$ cat config.mk
export PLATFORM = sky130hd
export DESIGN_NAME = dbg_gate_ctrl
export DESIGN_NICKNAME = d
export VERILOG_FILES = /design/src/rtl/dbg_pkg.sv /design/src/rtl/dbg_pin_sync.sv /design/src/rtl/dbg_reset_qual.sv /design/src/rtl/dbg_cfg_latch.sv /design/src/rtl/dbg_req_router.sv /design/src/rtl/dbg_gate_ctrl.sv
export SDC_FILE = /design/constraint.sdc
export NUM_CORES = 1
export LEC_CHECK = 0
export ABC_AREA = 1
export CAP_MARGIN = 20
export CORE_AREA = 2 2 54 56
export CTS_CLUSTER_DIAMETER = 200
export DETAILED_ROUTE_END_ITERATION = 8
export DIE_AREA = 0 0 56 58
export GPL_ROUTABILITY_DRIVEN = 0
export HOLD_SLACK_MARGIN = 0.12
export PLACE_DENSITY = 0.82
export REMOVE_ABC_BUFFERS = 1
export SYNTH_ARGS = -nofsm -noshare
export SYNTH_HDL_FRONTEND = slang
export SYNTH_SLANG_ARGS = --single-unit
$ cat constraint.sdc
create_clock -name clk -period 1.1 [get_ports clk]
set_input_delay 0.11 -clock clk [delete_from_list [all_inputs] [get_ports clk]]
set_output_delay 0.11 -clock clk [all_outputs]
set_load 0.01 [all_outputs]
$ cat src/rtl/dbg_pkg.sv
package dbg_pkg;
  typedef struct packed {
    logic enter;
    logic bkpt_exc;
    logic illegal;
    logic tag;
  } dbg_evt_t;

  // True when a run of synchronized low samples is long enough to qualify.
  function automatic logic run_qualifies(input int unsigned run_len,
                                         input int unsigned need);
    return run_len >= need;
  endfunction
endpackage

$ cat src/rtl/dbg_pin_sync.sv
module dbg_pin_sync #(
  parameter int STAGES = 2
) (
  input  logic clk,
  input  logic pin_n_async,
  output logic pin_low,
  output logic pin_fall
);
  logic [STAGES-1:0] sync_q;
  logic              low_prev_q;

  // Synchronizer is never reset: it must keep sampling during reset.
  always_ff @(posedge clk) begin
    sync_q     <= {sync_q[STAGES-2:0], pin_n_async};
    low_prev_q <= ~sync_q[STAGES-1];
  end

  assign pin_low  = ~sync_q[STAGES-1];
  assign pin_fall = pin_low & ~low_prev_q;
endmodule

$ cat src/rtl/dbg_reset_qual.sv
module dbg_reset_qual
  import dbg_pkg::*;
#(
  parameter int MIN_LOW = 2
) (
  input  logic clk,
  input  logic rst_n,
  input  logic pin_low,
  output logic rel_evt,
  output logic run,
  output logic qual_en
);
  localparam int CW = $clog2(MIN_LOW + 1);
  localparam logic [CW-1:0] SAT = CW'(MIN_LOW);

  logic [CW-1:0] low_run_q;
  logic          in_reset_q;

  always_ff @(posedge clk) begin
    in_reset_q <= ~rst_n;
    if (!rst_n) begin
      if (!pin_low)
        low_run_q <= '0;
      else if (low_run_q != SAT)
        low_run_q <= low_run_q + 1'b1;
    end else begin
      low_run_q <= '0;
    end
  end

  assign rel_evt = rst_n & in_reset_q;
  assign run     = rst_n & ~in_reset_q;
  assign qual_en = run_qualifies(int'(low_run_q), MIN_LOW);
endmodule

$ cat src/rtl/dbg_cfg_latch.sv
module dbg_cfg_latch #(
  parameter int CFG_W    = 16,
  parameter int NARROW_W = 8
) (
  input  logic             clk,
  input  logic             rst_n,
  input  logic             rel_evt,
  input  logic             narrow_bus,
  input  logic [CFG_W-1:0] cfg_pins_n,
  output logic [CFG_W-1:0] cfg_alt
);
  localparam logic [CFG_W-1:0] LOW_MASK = CFG_W'((1 << NARROW_W) - 1);

  function automatic logic [CFG_W-1:0] decode_cfg(input logic [CFG_W-1:0] pins_n,
                                                  input logic narrow);
    logic [CFG_W-1:0] alt;
    alt = ~pins_n;
    if (narrow) alt = alt & ~LOW_MASK;
    return alt;
  endfunction

  always_ff @(posedge clk) begin
    if (!rst_n)
      cfg_alt <= '0;
    else if (rel_evt)
      cfg_alt <= decode_cfg(cfg_pins_n, narrow_bus);
  end
endmodule

$ cat src/rtl/dbg_req_router.sv
module dbg_req_router
  import dbg_pkg::*;
(
  input  logic     clk,
  input  logic     rst_n,
  input  logic     run,
  input  logic     rel_evt,
  input  logic     qual_en,
  input  logic     pin_low,
  input  logic     pin_fall,
  input  logic     bgnd_req,
  input  logic     bkpt_insn_req,
  input  logic     bus_start,
  input  logic     resume,
  output logic     dbg_enabled,
  output logic     dbg_active,
  output dbg_evt_t evt_q
);
  dbg_evt_t evt_d;
  logic     tag_armed_q;

  always_comb begin
    evt_d          = '0;
    evt_d.enter    = run & dbg_enabled & ~dbg_active & (pin_fall | bgnd_req);
    evt_d.bkpt_exc = run & ~dbg_enabled & (pin_fall | bkpt_insn_req);
    evt_d.illegal  = run & ~dbg_enabled & bgnd_req;
    evt_d.tag      = run & tag_armed_q & bus_start & pin_low;
  end

  always_ff @(posedge clk) begin
    if (!rst_n) begin
      dbg_enabled <= 1'b0;
      dbg_active  <= 1'b0;
      tag_armed_q <= 1'b0;
      evt_q       <= '0;
    end else begin
      evt_q <= evt_d;
      if (rel_evt) begin
        dbg_enabled <= qual_en;
        tag_armed_q <= 1'b1;
      end else if (run && bus_start) begin
        tag_armed_q <= 1'b0;
      end
      if (evt_d.enter)
        dbg_active <= 1'b1;
      else if (run && resume)
        dbg_active <= 1'b0;
    end
  end
endmodule

$ cat src/rtl/dbg_gate_ctrl.sv
module dbg_gate_ctrl
  import dbg_pkg::*;
#(
  parameter int CFG_W       = 16,
  parameter int NARROW_W    = 8,
  parameter int MIN_LOW     = 2,
  parameter int SYNC_STAGES = 2
) (
  input  logic             clk,
  input  logic             rst_n,
  input  logic             bkpt_pin_n,
  input  logic             bgnd_req,
  input  logic             bkpt_insn_req,
  input  logic             bus_start,
  input  logic             resume,
  input  logic             narrow_bus,
  input  logic [CFG_W-1:0] cfg_pins_n,
  output logic             dbg_enabled,
  output logic             dbg_active,
  output logic             enter_pulse,
  output logic             bkpt_exc_pulse,
  output logic             illegal_pulse,
  output logic             bus_tagged,
  output logic [CFG_W-1:0] cfg_alt
);
  // Named internal events, visible to the bound checker.
  logic     pin_low_w;
  logic     pin_fall_w;
  logic     rel_evt;
  logic     run_w;
  logic     qual_en_w;
  dbg_evt_t evt_w;

  dbg_pin_sync #(.STAGES(SYNC_STAGES)) sync_i (
    .clk         (clk),
    .pin_n_async (bkpt_pin_n),
    .pin_low     (pin_low_w),
    .pin_fall    (pin_fall_w)
  );

  dbg_reset_qual #(.MIN_LOW(MIN_LOW)) qual_i (
    .clk     (clk),
    .rst_n   (rst_n),
    .pin_low (pin_low_w),
    .rel_evt (rel_evt),
    .run     (run_w),
    .qual_en (qual_en_w)
  );

  dbg_cfg_latch #(.CFG_W(CFG_W), .NARROW_W(NARROW_W)) cfg_i (
    .clk        (clk),
    .rst_n      (rst_n),
    .rel_evt    (rel_evt),
    .narrow_bus (narrow_bus),
    .cfg_pins_n (cfg_pins_n),
    .cfg_alt    (cfg_alt)
  );

  dbg_req_router route_i (
    .clk           (clk),
    .rst_n         (rst_n),
    .run           (run_w),
    .rel_evt       (rel_evt),
    .qual_en       (qual_en_w),
    .pin_low       (pin_low_w),
    .pin_fall      (pin_fall_w),
    .bgnd_req      (bgnd_req),
    .bkpt_insn_req (bkpt_insn_req),
    .bus_start     (bus_start),
    .resume        (resume),
    .dbg_enabled   (dbg_enabled),
    .dbg_active    (dbg_active),
    .evt_q         (evt_w)
  );

  assign enter_pulse    = evt_w.enter;
  assign bkpt_exc_pulse = evt_w.bkpt_exc;
  assign illegal_pulse  = evt_w.illegal;
  assign bus_tagged     = evt_w.tag;
endmodule

==> results.md <==
* Final period util at 94.6%
* Overall routing resource usage at 13.7%
* CP Cell Sequence: dlygate4sd2_1
* Gate Count Post-Synth at 107
* Largest delay share family, worst path: flip-flops
* Layout cell share with drive strength beyond 1 at 19.3%
* Area grow syn2layout at 52.1%
* R2r startpoint: qual_i.in_reset_q
* WHS Endpoint: sync_i.sync_q[0]
* # IOs at 46
* Dpl hpwl at 1670 microns
* CTS buffer count at 5
* Core area at 0.00266 sq mm
* Number of max-cap violations at 0
* Slew Viols, Final at 0
* Routed Wire Length at 2120 microns
* Syn. warnings at 0
* Pwr dens at 1300 mW/mm^2
* ANT nets after route at 0
* Highest achievable clock rate at 0.961 GHz
* Total power at 2.03 mW
* Cts repair resizes at 22
* Final hold vios at 0
* Vias per std cell at 4.52
* Pre-CTS setup slack at -0.185 ns
* CTS clock-pin slew for the worst setup and hold paths at 0.09 ns
* N_diodes at 0
* Pleak at 0.754 nW
* TritonCTS clock tree: built
* CP Class: register to primary output
* Initial antenna violation count at 0
* WP data arrival at 0.93 ns
* Hold_sp: bkpt_pin_n
* Worst slew pin tran at 0.259 ns
* Die span in y at 58 microns
* TritonRoute pass-1 iters at 2
* Fin nets at 186
* First-pass GRT wire length at 3360 microns
* WP data required at 0.99 ns
* Register-to-register setup slack at 0.10 ns
* Syn Std Cell Area at 0.00102 sq mm
* Worst Reg2Reg Path Length in Cells at 5
* Postcts setup bufs at 0
* Hold Path Depth at 1
* Post-synthesis sequential area ratio at 56.7%
* DIE AREA at 0.00325 sq mm
* Slowest stage delay, CP at 0.35 ns
* Worst r2r dst: cfg_i.cfg_alt[6]
* Hold crit path type: input port to register
* Synth unique cells at 18
* Worst Path Max Fanout at 2
* CP endpoint kind: primary output
* DRC Markers at 0
* Synth Register Bits at 29
* Total gr overflow at 0
* RSZ-0062 raised after global routing: false
* Clk sink count at 29
* Pin count of the biggest net entering global routing at 17
* Die width at 56 microns
* Routed via count at 868
* Final WS setup at 0.0591 ns
* Peak supply drop at 0.828 mV
* Critical-path top delay cell: dfxtp_1
* CP startpoint kind: register
* Util after Layout at 58.6%
* H-tree depth at 2
* DR WL/cell at 11.0 microns
* Min cycle time layout at 1.04 ns
* Core Rows at 19
* Slew margin rel. at 82.7%
* Count of final setup violators at 0
* DRT iter0 DRCs at 14
* Worst-Skew Late Latency at 0.31 ns
* Crit path buf inv count at 1
* Port buffer count at 45
* Initial core utilization at 38.5%
* Setup Skew at 0.00523 ns
* Max clock buf depth at 2
* Number of global-route vias before repair at 802
* CTS Hold Buffers Added at 0
* Syn Area/Cell at 9.58 sq um
* Status: finished clean
* Root buf cell: clkbuf_4
area by class of cell:
type	instances	area, sq um
flip-flops and latches	29	581
clock buffers	7	55.1
inverters	9	36.3
well taps	31	38.8
fillers	249	1100
repair buffers	50	474
multi-input cells	66	374
state kept, by name, summed over array words and instances, names as in the netlist:
signal and cells:
cfg_i.cfg_alt 16, qual_i.in_reset_q 1, qual_i.low_run_q 2, route_i.dbg_active 1
route_i.dbg_enabled 1, route_i.evt_q 4, route_i.tag_armed_q 1, sync_i.low_prev_q 1
sync_i.sync_q 2
power by group:
group / switching [mW] / total, mW / internal [mW] / leakage (nW)
sequential: 0.0252 / 1.12 / 1.10 / 0.239
combinational: 0.119 / 0.273 / 0.154 / 0.484
clock: 0.327 / 0.628 / 0.301 / 0.0314
cell usage in the layout (no fill, tap or decap), types with 2 or more instances in the layout:
master	instances
nor2_1	9
dlygate4sd2_1	21
buf_4	4
o21ai_0	3
nand2_1	28
nand3_1	4
o21ai_2	13
dfxtp_1	29
clkdlybuf4s50_1	23
clkbuf_4	5
inv_1	7
o21ai_1	2
layer usage:
metal	up-vias	track usage, %	share of wire (%)
li1	446	-	-
met5	-	0	0
met2	31	25.2	51
met3	4	4.24	6.9
met4	0	7.14	1.9
met1	387	14.1	40
cells in the mapped netlist:
master	number	share of area, %
a21oi_1	1	0.49
buf_6	3	3.3
dfxtp_1	29	57
ha_1	1	1.2
inv_1	7	2.6
inv_2	1	0.37
inv_4	1	0.61
nand2_1	28	10
nand2_4	1	1.1
nand3_1	4	2.0
nand3_2	1	0.98
nor2_1	9	3.3
nor2_2	1	0.61
nor2_4	1	1.1
nor2_8	1	2.0
o21ai_0	3	1.5
o21ai_1	2	0.98
o21ai_2	13	11
worst max-delay path by stage:
stage,startpoint,to,slack (ns),depth (start not counted)
5_1_grt,route_i.dbg_enabled,dbg_enabled,0.001,1
2_1_floorplan,qual_i.in_reset_q,cfg_i.cfg_alt[6],0.08,4
6_report,cfg_i.cfg_alt[5],cfg_alt[5],0.06,1
3_3_place_gp,rst_n,route_i.evt_q[2],-0.14,5
4_1_cts,route_i.dbg_enabled,dbg_enabled,0.02,1
3_5_place_dp,rst_n,cfg_i.cfg_alt[9],-0.19,5
stage by stage:
| stage | area (sq um) | instances | setup TNS [ns] | hold WS [ns] |
|---|---|---|---|---|
| after floorplan | 991 | 104 | 0 | 0.138 |
| after global placement | 1530 | 185 | -2.41 | 0.311 |
| after detailed placement | 1530 | 185 | -3.41 | 0.317 |
| after CTS | 1560 | 192 | 0 | 0.250 |
| after global routing | 1560 | 192 | 0 | 0.246 |
| final | 1560 | 192 | 0 | 0.258 |
cells by family after synthesis:
kind of cell	after synthesis	share of synthesized area, %
simple gates	46	21.2
flops	29	56.7
compound gates	19	14.0
buf+inv	12	6.84
fa+ha+maj	1	1.22
No activity file was read; power rests on OpenSTA's default activity.
